===== src/rtl/gsd_pkg.sv =====
package gsd_pkg;
    typedef enum logic [1:0] {
        ST_SEARCH_A = 2'd0,
        ST_GAP      = 2'd1,
        ST_WINDOW_B = 2'd2,
        ST_PAYLOAD  = 2'd3
    } gsd_state_e;
endpackage


===== src/rtl/gsd_history.sv =====
// Chip history shift register with a saturating fill count.
// The outputs show the values as they will be after the current chip is taken in.
module gsd_history #(
    parameter int DEPTH = 16,
    parameter int CW    = $clog2(DEPTH + 1)
) (
    input  logic             clk,
    input  logic             rst_n,
    input  logic             shift_i,
    input  logic             clear_i,
    input  logic             chip_i,
    output logic [DEPTH-1:0] hist_nxt_o,
    output logic [CW-1:0]    fill_nxt_o
);
    logic [DEPTH-1:0] hist_q;
    logic [CW-1:0]    fill_q;

    always_comb begin
        hist_nxt_o = hist_q;
        fill_nxt_o = fill_q;
        if (shift_i) begin
            hist_nxt_o = {hist_q[DEPTH-2:0], chip_i};
            if (fill_q != CW'(DEPTH))
                fill_nxt_o = fill_q + 1'b1;
        end
    end

    always_ff @(posedge clk or negedge rst_n) begin
        if (!rst_n) begin
            hist_q <= '0;
            fill_q <= '0;
        end else begin
            hist_q <= hist_nxt_o;
            fill_q <= clear_i ? '0 : fill_nxt_o;
        end
    end

    // the fill count never exceeds the history depth
    p_fill_bound_r2: assert property (@(posedge clk) disable iff (!rst_n)
        fill_q <= CW'(DEPTH));
endmodule


===== src/rtl/gsd_correlator.sv =====
// Compares the newest len_i chips of the history against a pattern.
module gsd_correlator #(
    parameter int DEPTH = 16,
    parameter int CW    = $clog2(DEPTH + 1)
) (
    input  logic [DEPTH-1:0] hist_i,
    input  logic [CW-1:0]    fill_i,
    input  logic [DEPTH-1:0] pat_i,
    input  logic [CW-1:0]    len_i,
    output logic             match_o
);
    logic [DEPTH-1:0] mask;

    for (genvar g = 0; g < DEPTH; g++) begin : g_mask
        assign mask[g] = (CW'(g) < len_i);
    end

    assign match_o = (len_i != '0) && (fill_i >= len_i) &&
                     (((hist_i ^ pat_i) & mask) == '0);
endmodule


===== src/rtl/gsd_manchester.sv =====
// Pairs payload chips and presents the decoded bit on the second chip of each pair.
module gsd_manchester (
    input  logic clk,
    input  logic rst_n,
    input  logic clear_i,
    input  logic en_i,
    input  logic chip_i,
    output logic pair_done_o,
    output logic bit_o
);
    logic half_q;
    logic first_q;

    assign pair_done_o = en_i && half_q;
    assign bit_o       = first_q;

    always_ff @(posedge clk or negedge rst_n) begin
        if (!rst_n) begin
            half_q  <= 1'b0;
            first_q <= 1'b0;
        end else if (clear_i) begin
            half_q  <= 1'b0;
        end else if (en_i) begin
            half_q <= !half_q;
            if (!half_q)
                first_q <= chip_i;
        end
    end
endmodule


===== src/rtl/gap_sync_detector.sv =====
module gap_sync_detector
    import gsd_pkg::*;
#(
    parameter int PAT_MAX = 16,
    parameter int GAP_W   = 8,
    parameter int WIN_W   = 8,
    parameter int PAY_W   = 8,
    localparam int LEN_W  = $clog2(PAT_MAX + 1)
) (
    input  logic               clk,
    input  logic               rst_n,
    input  logic               chip_i,
    input  logic               chip_en_i,
    input  logic               cfg_gap_mode_i,
    input  logic [PAT_MAX-1:0] cfg_pat_a_i,
    input  logic [LEN_W-1:0]   cfg_len_a_i,
    input  logic [PAT_MAX-1:0] cfg_pat_b_i,
    input  logic [LEN_W-1:0]   cfg_len_b_i,
    input  logic [GAP_W-1:0]   cfg_gap_i,
    input  logic [WIN_W-1:0]   cfg_win_i,
    input  logic [PAY_W-1:0]   cfg_pay_bits_i,
    output logic               sync_o,
    output logic               bit_valid_o,
    output logic               bit_o,
    output logic               timeout_o
);
    localparam int WL_W  = ((WIN_W > LEN_W) ? WIN_W : LEN_W) + 1;
    localparam int GP_W  = (GAP_W > PAY_W) ? GAP_W : PAY_W;
    localparam int CNT_W = ((WL_W > GP_W) ? WL_W : GP_W) + 1;

    gsd_state_e state_q, state_d;
    logic [CNT_W-1:0] cnt_q, cnt_d, cnt_inc, win_limit;
    logic [PAT_MAX-1:0] hist_nxt;
    logic [LEN_W-1:0]   fill_nxt;
    logic match_a, match_b, hist_clear;
    logic man_en, man_clear, pair_done, man_bit;
    logic ev_sync, ev_timeout, ev_bit;

    // ---------------- datapath ----------------
    gsd_history #(.DEPTH(PAT_MAX), .CW(LEN_W)) u_hist (
        .clk       (clk),
        .rst_n     (rst_n),
        .shift_i   (chip_en_i),
        .clear_i   (hist_clear),
        .chip_i    (chip_i),
        .hist_nxt_o(hist_nxt),
        .fill_nxt_o(fill_nxt)
    );

    gsd_correlator #(.DEPTH(PAT_MAX), .CW(LEN_W)) u_corr_a (
        .hist_i (hist_nxt),
        .fill_i (fill_nxt),
        .pat_i  (cfg_pat_a_i),
        .len_i  (cfg_len_a_i),
        .match_o(match_a)
    );

    gsd_correlator #(.DEPTH(PAT_MAX), .CW(LEN_W)) u_corr_b (
        .hist_i (hist_nxt),
        .fill_i (fill_nxt),
        .pat_i  (cfg_pat_b_i),
        .len_i  (cfg_len_b_i),
        .match_o(match_b)
    );

    assign man_en    = chip_en_i && (state_q == ST_PAYLOAD);
    assign man_clear = (state_q != ST_PAYLOAD);

    gsd_manchester u_man (
        .clk        (clk),
        .rst_n      (rst_n),
        .clear_i    (man_clear),
        .en_i       (man_en),
        .chip_i     (chip_i),
        .pair_done_o(pair_done),
        .bit_o      (man_bit)
    );

    assign cnt_inc    = cnt_q + 1'b1;
    assign win_limit  = CNT_W'(cfg_len_b_i) + CNT_W'(cfg_win_i);
    assign hist_clear = (state_d != state_q);

    // ---------------- next state ----------------
    always_comb begin
        state_d    = state_q;
        cnt_d      = cnt_q;
        ev_sync    = 1'b0;
        ev_timeout = 1'b0;
        ev_bit     = 1'b0;
        unique case (state_q)
            ST_SEARCH_A: begin
                if (chip_en_i && match_a) begin
                    cnt_d = '0;
                    if (!cfg_gap_mode_i) begin
                        state_d = ST_PAYLOAD;
                        ev_sync = 1'b1;
                    end else if (cfg_gap_i == '0) begin
                        state_d = ST_WINDOW_B;
                    end else begin
                        state_d = ST_GAP;
                    end
                end
            end
            ST_GAP: begin
                if (chip_en_i) begin
                    if (cnt_inc >= CNT_W'(cfg_gap_i)) begin
                        state_d = ST_WINDOW_B;
                        cnt_d   = '0;
                    end else begin
                        cnt_d = cnt_inc;
                    end
                end
            end
            ST_WINDOW_B: begin
                if (chip_en_i) begin
                    if (match_b) begin
                        state_d = ST_PAYLOAD;
                        ev_sync = 1'b1;
                        cnt_d   = '0;
                    end else if (cnt_inc >= win_limit) begin
                        state_d    = ST_SEARCH_A;
                        ev_timeout = 1'b1;
                        cnt_d      = '0;
                    end else begin
                        cnt_d = cnt_inc;
                    end
                end
            end
            ST_PAYLOAD: begin
                if (pair_done) begin
                    ev_bit = 1'b1;
                    if (cnt_inc >= CNT_W'(cfg_pay_bits_i)) begin
                        state_d = ST_SEARCH_A;
                        cnt_d   = '0;
                    end else begin
                        cnt_d = cnt_inc;
                    end
                end
            end
            default: begin
                state_d = ST_SEARCH_A;
                cnt_d   = '0;
            end
        endcase
    end

    // ---------------- state register ----------------
    always_ff @(posedge clk or negedge rst_n) begin
        if (!rst_n) begin
            state_q <= ST_SEARCH_A;
            cnt_q   <= '0;
        end else begin
            state_q <= state_d;
            cnt_q   <= cnt_d;
        end
    end

    // ---------------- outputs ----------------
    always_ff @(posedge clk or negedge rst_n) begin
        if (!rst_n) begin
            sync_o      <= 1'b0;
            timeout_o   <= 1'b0;
            bit_valid_o <= 1'b0;
            bit_o       <= 1'b0;
        end else begin
            sync_o      <= ev_sync;
            timeout_o   <= ev_timeout;
            bit_valid_o <= ev_bit;
            bit_o       <= ev_bit ? man_bit : 1'b0;
        end
    end

    // ---------------- assertions ----------------
    // a sync pulse always coincides with the payload state
    p_sync_in_payload_r7: assert property (@(posedge clk) disable iff (!rst_n)
        sync_o |-> (state_q == ST_PAYLOAD));
    // a timeout pulse always leaves the block searching for A
    p_timeout_to_search_r6: assert property (@(posedge clk) disable iff (!rst_n)
        timeout_o |-> (state_q == ST_SEARCH_A));
    // sync and timeout never pulse together
    p_sync_excl_timeout_r11: assert property (@(posedge clk) disable iff (!rst_n)
        !(sync_o && timeout_o));
    // a B match in the window yields sync and no timeout
    p_b_match_wins_r11: assert property (@(posedge clk) disable iff (!rst_n)
        (state_q == ST_WINDOW_B && chip_en_i && match_b) |=> (sync_o && !timeout_o));
    // no sync can come out of the gap phase
    p_gap_no_sync_r4: assert property (@(posedge clk) disable iff (!rst_n)
        (state_q == ST_GAP) |=> !sync_o);
    // decoded bits only come from the payload phase
    p_bit_from_payload_r9: assert property (@(posedge clk) disable iff (!rst_n)
        bit_valid_o |-> ($past(state_q) == ST_PAYLOAD));
    // single-pattern mode never enters the gap
    p_single_no_gap_r8: assert property (@(posedge clk) disable iff (!rst_n)
        (state_q == ST_SEARCH_A && !cfg_gap_mode_i) |=> (state_q != ST_GAP));
    // a cycle without chip enable holds state and counter
    p_idle_hold_r12: assert property (@(posedge clk) disable iff (!rst_n)
        !chip_en_i |=> ($stable(state_q) && $stable(cnt_q)));
endmodule


===== config.mk =====
export PLATFORM = sky130hd
export DESIGN_NAME = gap_sync_detector
export DESIGN_NICKNAME = d
export VERILOG_FILES = /design/src/rtl/gsd_pkg.sv /design/src/rtl/gsd_history.sv /design/src/rtl/gsd_correlator.sv /design/src/rtl/gsd_manchester.sv /design/src/rtl/gap_sync_detector.sv
export SDC_FILE = /design/constraint.sdc
export NUM_CORES = 1
export LEC_CHECK = 0
export ABC_AREA = 0
export BUFFER_PORTS_ARGS = -buffer_cell sky130_fd_sc_hd__buf_2
export CAP_MARGIN = 30
export CORE_MARGIN = 3
export CORE_UTILIZATION = 45
export CTS_CLUSTER_SIZE = 30
export DETAILED_ROUTE_END_ITERATION = 16
export GPL_TIMING_DRIVEN = 0
export PLACE_DENSITY = 0.71
export SLEW_MARGIN = 20
export SYNTH_ARGS = -nofsm -noshare
export SYNTH_HDL_FRONTEND = slang
export SYNTH_SLANG_ARGS = --single-unit

===== constraint.sdc =====
create_clock -name clk -period 10.3 [get_ports clk]
set_input_delay 2.06 -clock clk [delete_from_list [all_inputs] [get_ports clk]]
set_output_delay 2.06 -clock clk [all_outputs]
set_load 0.01 [all_outputs]

==> metrics.md, run 1 <==
| Metric | Value |
|---|---|
| Status | `completed` |
| Total CTS buffers | `5` |
| Ys flop type | `dfrtp_1` |
| Fin cells | `624` |
| Seq cells post-synth | `39` |
| Hold Path Class | `reg2reg` |
| HP Start | `u_man.bit_o` |
| Chip Width | `99.6 um` |
| Port buffer count | `73` |
| Final HPWL DP | `8080 um` |
| Pre-antenna DRT Iters | `5` |
| Clk slew on worst S/H paths | `0.08 ns` |
| Latest clock arrival within the worst-skew pair | `0.29 ns` |
| Hold-fix buffers at CTS | `0` |
| Setup crit end kind | `register` |
| # Post-CTS Setup Buffers | `0` |
| Critical path launch point type | `primary input` |
| Least-Margin Pin Slew | `0.510 ns` |
| Total power | `835 uW` |
| Clock sinks | `39` |
| Mapped Cells | `437` |
| Post-synth EDFFs | `0` |
| Count of cell types in the netlist | `66` |
| Antenna Cells | `0` |
| Total number of vias | `3555` |
| Final design utilization | `0.542` |
| Critical path startpoint | `cfg_len_b_i[0]` |
| Die Area | `9920 um2` |
| Setup-failing EPs final | `0` |
| Final Hold Slack | `0.506 ns` |
| Post-synthesis sequential area ratio | `0.248` |
| First-pass GRT wire length | `16400 um` |
| DR WL/cell | `15.8 um` |
| Max Fclk | `0.187 GHz` |
| Chip Height | `99.6 um` |
| Slew headroom | `0.650` |
| Share of layout cells above drive strength 1 | `0.218` |
| Post_cts resized | `0` |
| P_int | `467 uW` |
| Gp weighted congestion | `0.839` |
| Num rows | `33` |
| Fillers | `777` |
| Critical Path AT | `5.53 ns` |
| Average instance area after synthesis | `9.02 um2` |
| Combinational group share of total power | `0.564` |
| Vias per cell | `5.70` |
| Placed insts | `615` |
| Final net count | `633` |
| Synthesis Warnings | `0` |
| FFs w/ async S/R, synth | `1.00` |
| Sw Pwr | `368 uW` |
| Most used cell along the critical path | `nor2_1` |
| Crit-path max FO | `7` |
| Fin Setup TNS | `0 ns` |
| DR DRC count | `0` |
| RSZ-0062 raised after global routing | `false` |
| Syn Nets | `552` |
| Clock Tree Buf Depth | `2` |
| CTS tree | `done` |
| Area growth syn-to-layout | `15.2%` |
| RR Startpoint | `cnt_q[0]` |
| Mapped cell area | `3940 um2` |
| Core box area | `8380 um2` |
| Switch share | `0.441` |
| Slew Viols, Final | `0` |
| Req. time, crit path | `10.48 ns` |
| Starting density of the core | `0.470` |
| Crit Path Category | `in2reg` |
| GRT overflow | `0` |
| Max stage delay on crit path | `0.47 ns` |
| Number of global-route vias before repair | `3472` |
| # IOs | `75` |
| DRT iter0 DRCs | `199` |
| GRT Total Usage | `0.204` |
| Post-Route WL | `9890 um` |
| Pwr dens | `184 nW/um2` |
| Cell Chain, Critical Path | `buf_2 > ha_1 > fa_1 > a21oi_1 > nor2_1 > nor2_1 > nor2b_1 > o21ai_0 > xor2_1 > ha_1 > o2111ai_1 > o21a_1 > and3_1 > a211oi_2 > nor2_1 > a221o_1` |
| Worst ir drop on vdd | `69.3 uV` |
| Minimum clock period | `5.35 ns` |
| Pleak | `0.00219 uW` |
| Slowest cell on the critical path | `a211oi_2` |
| Antenna violations before repair | `0` |
| Final Hold Vio Count | `0` |
| Final Skew | `0.00571 ns` |
| Clock power share | `0.122` |
| Root buffer cell | `clkbuf_8` |
| Tcrit/Tclk final | `0.520` |
| H-tree levels | `2` |
| Number of max-cap violations | `0` |
| Largest net degree at the start of global routing | `40` |
| Routed Antenna Nets | `0` |
| Register share of total power | `0.314` |
==> worst paths after layout <==
check	slack (ns)	end	cells past startpoint
max	4.95	cnt_q[5]	16
min	0.51	u_man.bit_o	1
max reg2reg	6.52	cnt_q[5]	14
min reg2reg	0.51	u_man.bit_o	1
max in group asynchronous	8.26	cnt_q[5]	2
min in group asynchronous	1.60	u_hist.hist_q[1]	1
==> registers in the layout (all words and copies together) (netlist names) <==
register,cells
bit_valid_o,1
u_hist.fill_q,5
sync_o,1
timeout_o,1
u_man.half_q,1
cnt_q,10
bit_o,1
u_man.bit_o,1
state_q,2
u_hist.hist_q,16
==> cell type report <==
| type | instances | area (um2) | share of cell area |
|---|---|---|---|
| plain buffers | 11 | 81.3 | 0.0179 |
| clock buffers | 7 | 76.3 | 0.0168 |
| inverters | 42 | 158 | 0.0347 |
| multi-input cells | 345 | 2730 | 0.601 |
| well taps | 105 | 131 | 0.0289 |
| repair buffers | 74 | 385 | 0.0849 |
| clock inverters | 1 | 5.00 | 0.00110 |
| flip-flops and latches | 39 | 976 | 0.215 |
==> metal layers <==
metal	up-vias	global-route usage	part of all wire
met2	128	0.351	0.49
met3	10	0.0344	0.056
li1	1735	-	-
met4	0	0.0389	0.0088
met1	1682	0.272	0.44
met5	-	0	0
==> cells in the final DEF, fill, tap and decap left out, drive strengths merged, types with 6 or more instances in the layout <==
cell and count:
buf 78, ha 43, inv 41, dfrtp 39, nand2 35, xnor2 35
nor2 25, a21oi 22, o21ai 19, mux2i 17, xor2 14, clkbuf 14
nor3 13, nand2b 8, nand4 7, a21o 7, nor3b 7, nand3 7
o211ai 6, nor4 6
==> power groups by stage <==
stage | Combinational, uW | Sequential (uW) | Clock, uW
2_1_floorplan | 356 | 250 | 0
3_3_place_gp | 449 | 259 | 0
3_5_place_dp | 468 | 262 | 0
4_1_cts | 470 | 260 | 104
5_1_grt | 531 | 269 | 111
6_report | 471 | 262 | 102
==> logic make-up (layout without fill, tap and decap cells) <==
logic type / Yosys count / in the layout / share of synthesized area
AO/OA/AOI/OAI: 101 / 101 / 0.188
multiplexers: 21 / 21 / 0.0784
flip-flops: 39 / 39 / 0.248
AND/OR/NAND/NOR: 128 / 128 / 0.170
buffers and inverters: 53 / 135 / 0.0606
XOR/XNOR: 49 / 49 / 0.109
adder cells (fa/ha/maj): 46 / 46 / 0.147
==> critical path, delay by kind of cell <==
family	cells	cell delay, ns
adder cells (fa/ha/maj)	3	0.94
buffers and inverters	1	0.17
XOR/XNOR	1	0.11
AND/OR/NAND/NOR	5	0.69
AO/OA/AOI/OAI	6	1.56
==> Yosys cell counts (7+ instances only) <==
master / n / share of area
nor2_1: 25 / 0.024
inv_1: 41 / 0.039
dfrtp_1: 39 / 0.25
a21oi_1: 21 / 0.027
o21ai_0: 16 / 0.020
a21o_1: 7 / 0.013
xor2_1: 14 / 0.031
ha_1: 43 / 0.14
nand2_1: 35 / 0.033
nand2b_1: 8 / 0.013
nor3b_1: 7 / 0.013
nand4_1: 7 / 0.011
xnor2_1: 35 / 0.078
nor3_1: 13 / 0.017
mux2i_1: 7 / 0.018
==> per-stage QoR <==
step / setup slack, ns / area (um2)
floorplan: 5.31 / 3940
global placement: 4.78 / 4440
detailed placement: 4.64 / 4440
CTS: 4.96 / 4520
global route: 4.69 / 4540
finish: 4.95 / 4540
(Power assumes the default switching activity.)
==> inputs of run 2 (changes only) <==
- PLACE_DENSITY: 0.71 -> 0.74
- clock period: 10.3 -> 4.48 ns (I/O delays scaled with it)
==> metrics.md, run 2 (synthesized netlist as in run 1, its figures left out) <==
| Metric | Value |
|---|---|
| Status | `completed` |
| Final design utilization | `0.545 (+0.00358)` |
| CTS tree | `done` |
| Number of max-cap violations | `0 (unchanged)` |
| DRT iter0 DRCs | `238 (+20%)` |
| Area growth syn-to-layout | `15.9%` |
| GR Util met3 | `0.0358 (+0.00140)` |
| P_int | `1100 uW (+140%)` |
| Pwr dens | `428 nW/um2 (+130%)` |
| Pre-antenna DRT Iters | `5 (unchanged)` |
| Total CTS buffers | `5 (unchanged)` |
| Slew Viols, Final | `0 (unchanged)` |
| R2R Path End | `cnt_q[6]` |
| Crit Path Category | `in2reg` |
| H-tree levels | `2 (unchanged)` |
| Hold Path Class | `in2async` |
| Vias per cell | `5.69 (-0.17%)` |
| Clock Tree Buf Depth | `2 (unchanged)` |
| DR DRC count | `0 (unchanged)` |
| Least-Margin Pin Slew | `0.515 ns (+0.00464 ns)` |
| Critical path launch point type | `primary input` |
| Cell Chain, Critical Path | `buf_2 > ha_1 > fa_1 > a21oi_1 > nor2_1 > nor2_1 > nor2b_1 > o21ai_0 > xor2_1 > ha_1 > a21o_1 > a2111oi_4 > o21ai_2 > o32ai_2 > a211oi_4 > or2_4 > o221ai_1` |
| Core box area | `8380 um2 (unchanged)` |
| Total number of vias | `3549 (-0.17%)` |
| Final net count | `633 (unchanged)` |
| Commonest non-fill, non-tap cell in the layout | `buf_2` |
| Worst r2r path cells | `13 (-1)` |
| Number of global-route vias before repair | `3517 (+1.3%)` |
| RSZ-0062 raised after global routing | `false` |
| Critical Path AT | `4.27 ns (-1.26 ns)` |
| RR Startpoint | `cnt_q[0]` |
| Final instance area | `4570 um2 (+0.66%)` |
| Largest net degree at the start of global routing | `40 (unchanged)` |
| Antenna violations before repair | `0 (unchanged)` |
| Clock power share | `0.140 (+0.018)` |
| Clock sinks | `39 (unchanged)` |
| Num rows | `33 (unchanged)` |
| Die Area | `9920 um2 (unchanged)` |
| Pleak | `0.00220 uW (+0.56%)` |
| Register share of total power | `0.306 (-0.008)` |
| Setup-failing EPs final | `0 (unchanged)` |
| Placed inst area | `4440 um2 (unchanged)` |
| Slew headroom | `0.647 (-0.00318)` |
| DR WL/cell | `15.8 um (-0.40%)` |
| Max reg flops | `16 (unchanged)` |
| Minimum clock period | `4.07 ns` |
| Fin Setup TNS | `0 ns (unchanged)` |
| Req. time, crit path | `4.68 ns (-5.80 ns)` |
| Slowest cell on the critical path | `fa_1` |
| R2r setup slk | `0.73 ns (-5.79 ns)` |
| First-pass GRT wire length | `16300 um (-0.12%)` |
| Final HPWL DP | `8160 um (+1.0%)` |
| Port buffer count | `73 (unchanged)` |
| Final Skew | `0.0130 ns (+0.00731 ns)` |
| Switch share | `0.435 (-0.00540)` |
| Worst ir drop on vdd | `184 uV (+160%)` |
| GRT Total Usage | `0.204 (-0.000405)` |
| Chip Width | `99.6 um (unchanged)` |
| Most frequent cells in the layout | `buf_2, ha_1, inv_1, dfrtp_1` |
| Share of layout cells above drive strength 1 | `0.222 (+0.00385)` |
| M1 GR Usage | `0.268 (-0.00350)` |
| Chip Height | `99.6 um (unchanged)` |
| Max Fclk | `0.246 GHz` |
| GRT met2 Usage | `0.340 (-0.0114)` |
| Post-Route WL | `9850 um (-0.40%)` |
| Starting density of the core | `0.470 (unchanged)` |
| Setup crit end kind | `register` |
| Latest clock arrival within the worst-skew pair | `0.30 ns (about the same)` |
| Antenna Cells | `0 (unchanged)` |
| Clk slew on worst S/H paths | `0.09 ns (about the same)` |
| Crit-path max FO | `7 (unchanged)` |
| GRT overflow | `0 (unchanged)` |
| Combinational group share of total power | `0.555 (-0.009)` |
| Max stage delay on crit path | `0.41 ns (-0.06 ns)` |
| Sw Pwr | `851 uW (+130%)` |
| Hold-fix buffers at CTS | `0 (unchanged)` |
| Tcrit/Tclk final | `0.909` |
| # IOs | `75 (unchanged)` |
| Root buffer cell | `clkbuf_8` |
| Final Hold Vio Count | `0 (unchanged)` |
| Top flop regs | `u_hist.hist_q x16, cnt_q x10, u_hist.fill_q x5` |
| Routed Antenna Nets | `0 (unchanged)` |
| Biggest register | `u_hist.hist_q` |
| Fillers | `790 (+1.7%)` |
| GRT Max-Usage Layer | `met2` |
| Gp weighted congestion | `0.887 (+5.6%)` |
run 2: changes by cell type in the layout (fill, tap and decap cells not counted):
cell | before | now
clkbuf_1 | 8 | 6
clkbuf_8 | 5 | 7
a211oi_2 | 1 | 0
a211oi_4 | 0 | 1
clkinv_2 | 1 | 0
clkinvlp_4 | 0 | 1
run 2: worst max path at each step:
stage / from / endpoint / slack, ns / cells after the start
global placement: cfg_len_b_i[0] / cnt_q[5] / 0.13 / 16
global route: cfg_len_b_i[0] / cnt_q[5] / 0.1 / 16
finish: cfg_len_b_i[0] / cnt_q[6] / 0.41 / 17
CTS: cfg_len_b_i[0] / cnt_q[5] / 0.33 / 16
floorplan: cfg_len_b_i[0] / cnt_q[5] / 0.66 / 15
detailed placement: cfg_len_b_i[0] / cnt_q[5] / 0.02 / 16
run 2: power by group through the flow:
stage | sequential (uW) | combinational [uW] | clock (uW)
2_1_floorplan | 574 | 819 | 0
3_5_place_dp | 603 | 1080 | 0
6_report | 598 | 1080 | 273
3_3_place_gp | 594 | 1030 | 0
5_1_grt | 612 | 1230 | 292
4_1_cts | 597 | 1080 | 278
run 2: metal layers:
layer	routed length (um)	up-vias
met5	0	-
met4	212	0
met3	526	19
met2	4800	116
met1	4310	1680
li1	-	1734
run 2: through the flow:
stage                     hold slack [ns]  setup WS, ns  std cells  power (uW)
after CTS                           0.516         0.331        623        1960
final                               0.428         0.409        624        1960
after detailed placement            0.497        0.0231        615        1680
after global placement              0.486         0.126        615        1620
after global routing                0.434        0.0959        624        2130
after floorplan                     0.473         0.657        437        1390
run 2: final cells by class:
type / instances / area [um2] / share of cell area
buffer: 11 / 81.3 / 0.0178
clock buffer: 7 / 96.3 / 0.0211
clock inverter: 1 / 7.51 / 0.00164
inverter: 42 / 158 / 0.0345
multi-input combinational: 345 / 2740 / 0.598
sequential: 39 / 976 / 0.214
tap: 105 / 131 / 0.0287
timing repair buffer: 74 / 385 / 0.0843
run 2: worst max-delay path, delay by kind of cell:
family	cells	cell delay [ns]
xor gates and xnor gates	1	0.10
adders and majority gates	3	0.84
buffers and inverters	1	0.16
and+or+nand+nor	4	0.57
AOI/OAI and AO/OA	8	1.71
run 2: repair_timing:
action | in CTS | in global routing
resized for setup | 0 | 1
endpoints found under the setup margin | 0 | 1
buffers inserted | 0 | 0
==> inputs of run 3 (changes only) <==
- CORE_UTILIZATION: 45 -> 32
- PLACE_DENSITY: 0.74 -> 0.57
==> metrics.md, run 3 (synthesized netlist as in run 1, its figures left out) <==
| Metric | Value |
|---|---|
| Clk slew on worst S/H paths | `0.06 ns (-0.03 ns)` |
| DR WL/cell | `15.6 um (-1.3%)` |
| Commonest non-fill, non-tap cell in the layout | `buf_2` |
| Total CTS buffers | `5 (unchanged)` |
| Max reg flops | `16 (unchanged)` |
| Routed Antenna Nets | `0 (unchanged)` |
| Post_cts resized | `0 (unchanged)` |
| Setup crit end kind | `register` |
| Final net count | `633 (unchanged)` |
| Final design utilization | `0.397 (-0.148)` |
| Seq. cell area | `976 um2 (unchanged)` |
| Final Hold Vio Count | `0 (unchanged)` |
| Least-Margin Pin Slew | `0.554 ns (+0.0391 ns)` |
| Final HPWL DP | `8740 um (+7.0%)` |
| Total number of vias | `3429 (-3.4%)` |
| Fin Setup TNS | `0 ns (unchanged)` |
| Fin cells | `661 (+5.9%)` |
| Total power | `2040 uW (+4.5%)` |
| Number of max-cap violations | `0 (unchanged)` |
| Die Area | `13700 um2 (+38%)` |
| Biggest register | `u_hist.hist_q` |
| Cell Chain, Critical Path | `buf_2 > ha_1 > fa_1 > a21oi_1 > nor2_1 > nor2_1 > nor2b_1 > o21ai_0 > xor2_1 > ha_1 > o2111ai_1 > o21a_1 > and3_1 > a211oi_2 > nor2_1 > a221o_1` |
| Core box area | `11700 um2 (+40%)` |
| Slew Viols, Final | `0 (unchanged)` |
| Final instance area | `4650 um2 (+1.8%)` |
| Tcrit/Tclk final | `0.921 (+0.0124)` |
| Gp weighted congestion | `0.865 (-2.4%)` |
| Slew headroom | `0.628 (-0.0189)` |
| Worst ir drop on vdd | `135 uV (-27%)` |
| Pleak | `0.00222 uW (+0.83%)` |
| Critical Path AT | `4.29 ns (+0.02 ns)` |
| Hold Path Class | `reg2reg` |
| Antenna Cells | `0 (unchanged)` |
| Req. time, crit path | `4.65 ns (-0.03 ns)` |
| Area growth syn-to-layout | `18.0%` |
| GRT Total Usage | `0.156 (-0.0479)` |
| Post-Route WL | `10300 um (+4.6%)` |
| Most frequent cells in the layout | `buf_2, ha_1, inv_1, dfrtp_1` |
| Clock sinks | `39 (unchanged)` |
| Setup-failing EPs final | `0 (unchanged)` |
| H-tree levels | `2 (unchanged)` |
| Antenna violations before repair | `0 (unchanged)` |
| Chip Height | `117 um (+17%)` |
| Top flop regs | `u_hist.hist_q x16, cnt_q x10, u_hist.fill_q x5` |
| GRT overflow | `0 (unchanged)` |
| Chip Width | `117 um (+17%)` |
| Vias per cell | `5.19 (-8.8%)` |
| Fillers | `1201 (+52%)` |
| Num rows | `39 (+18%)` |
| RSZ-0062 raised after global routing | `false` |
| Slowest cell on the critical path | `a211oi_2` |
| # Post-CTS Setup Buffers | `0 (unchanged)` |
| Critical path launch point type | `primary input` |
| DR DRC count | `0 (unchanged)` |
| Root buffer cell | `clkbuf_16` |
| Max stage delay on crit path | `0.46 ns (+0.05 ns)` |
| WP buf/inv | `1 (unchanged)` |
| DRT iter0 DRCs | `196 (-18%)` |
| Share of layout cells above drive strength 1 | `0.220 (-0.00150)` |
| Most used cell along the critical path | `nor2_1` |
| Crit Path Category | `in2reg` |
| Max Fclk | `0.242 GHz (-1.3%)` |
| # IOs | `75 (unchanged)` |
| Placed insts | `654 (+6.3%)` |
| Starting density of the core | `0.337 (-0.134)` |
| CTS tree | `done` |
| Status | `completed` |
| Clock Tree Buf Depth | `2 (unchanged)` |
| Number of global-route vias before repair | `3424 (-2.6%)` |
| Port buffer count | `73 (unchanged)` |
| Largest net degree at the start of global routing | `26 (-35%)` |
| Area of the multi-input gates | `2730 um2 (-0.27%)` |
| First-pass GRT wire length | `16800 um (+2.5%)` |
| Pre-antenna DRT Iters | `5 (unchanged)` |
| Crit-path max FO | `7 (unchanged)` |
| Latest clock arrival within the worst-skew pair | `0.28 ns (-0.02 ns)` |
| Placed inst area | `4510 um2 (+1.5%)` |
| Pwr dens | `440 nW/um2 (+2.7%)` |
| Hold-fix buffers at CTS | `0 (unchanged)` |
| Worst path top cell family by delay | `compound AO/OA/AOI/OAI gates` |
| Final Skew | `0.00365 ns (-0.00937 ns)` |
| Minimum clock period | `4.13 ns (+0.0554 ns)` |
run 3: cell count changes in the layout (fill, tap and decap cells not counted), sizes merged:
cell and delta:
clkbuf -1, clkinv +1, clkinvlp -1
run 3: worst paths after layout:
path | start | end | slack, ns | cells past startpoint
setup reg to reg | cnt_q[0] | cnt_q[5] | 0.75 | 14
hold reg to reg | u_man.bit_o | u_man.bit_o | 0.52 | 1
min in group asynchronous | rst_n | cnt_q[1] | 0.53 | 1
hold / removal | u_man.bit_o | u_man.bit_o | 0.52 | 1
max in group asynchronous | rst_n | u_hist.hist_q[0] | 3.48 | 2
setup / recovery | cfg_len_b_i[0] | cnt_q[5] | 0.35 | 16
run 3: area by class of cell:
| cell class | count | area share |
|---|---|---|
| Buffer | 11 | 0.0175 |
| Timing Repair Buffer | 74 | 0.0829 |
| Clock buffer | 6 | 0.0299 |
| Multi-Input combinational cell | 345 | 0.586 |
| Sequential cell | 39 | 0.210 |
| Tap cell | 143 | 0.0385 |
| Clock inverter | 1 | 0.00108 |
| Inverter | 42 | 0.0339 |
run 3: layer usage:
layer / routed length, um / part of all wire / track usage
met5: 0 / 0 / 0
met4: 148 / 0.014 / 0.0420
met3: 357 / 0.035 / 0.0226
met2: 4990 / 0.48 / 0.258
met1: 4810 / 0.47 / 0.214
run 3: power breakdown:
group          internal (uW)  switching [uW]  leakage (uW)
Clock                    218             144     0.0000727
Sequential               467             131      0.000491
Combinational            499             585       0.00165
Total                   1180             860       0.00222
run 3: through the flow:
| step | hold slack (ns) | setup slack [ns] |
|---|---|---|
| 3_3_place_gp | 0.487 | 0.0550 |
| 2_1_floorplan | 0.473 | 0.657 |
| 4_1_cts | 0.515 | 0.302 |
| 3_5_place_dp | 0.500 | 0.00817 |
| 5_1_grt | 0.546 | 0.0347 |
| 6_report | 0.517 | 0.354 |
run 3: worst register-to-register path, stage by stage (launching register included):
cell and delay [ns]:
dfrtp_1 0.51, nand2_1 0.18, or2_2 0.30, clkbuf_1 0.15, o21ai_0 0.25, nand2_1 0.19
ha_1 0.34, o211ai_1 0.09, nor3_1 0.18, a21oi_1 0.12, nor3_1 0.27, o32ai_2 0.13
a211oi_2 0.43, nor2_1 0.19, a221o_1 0.32
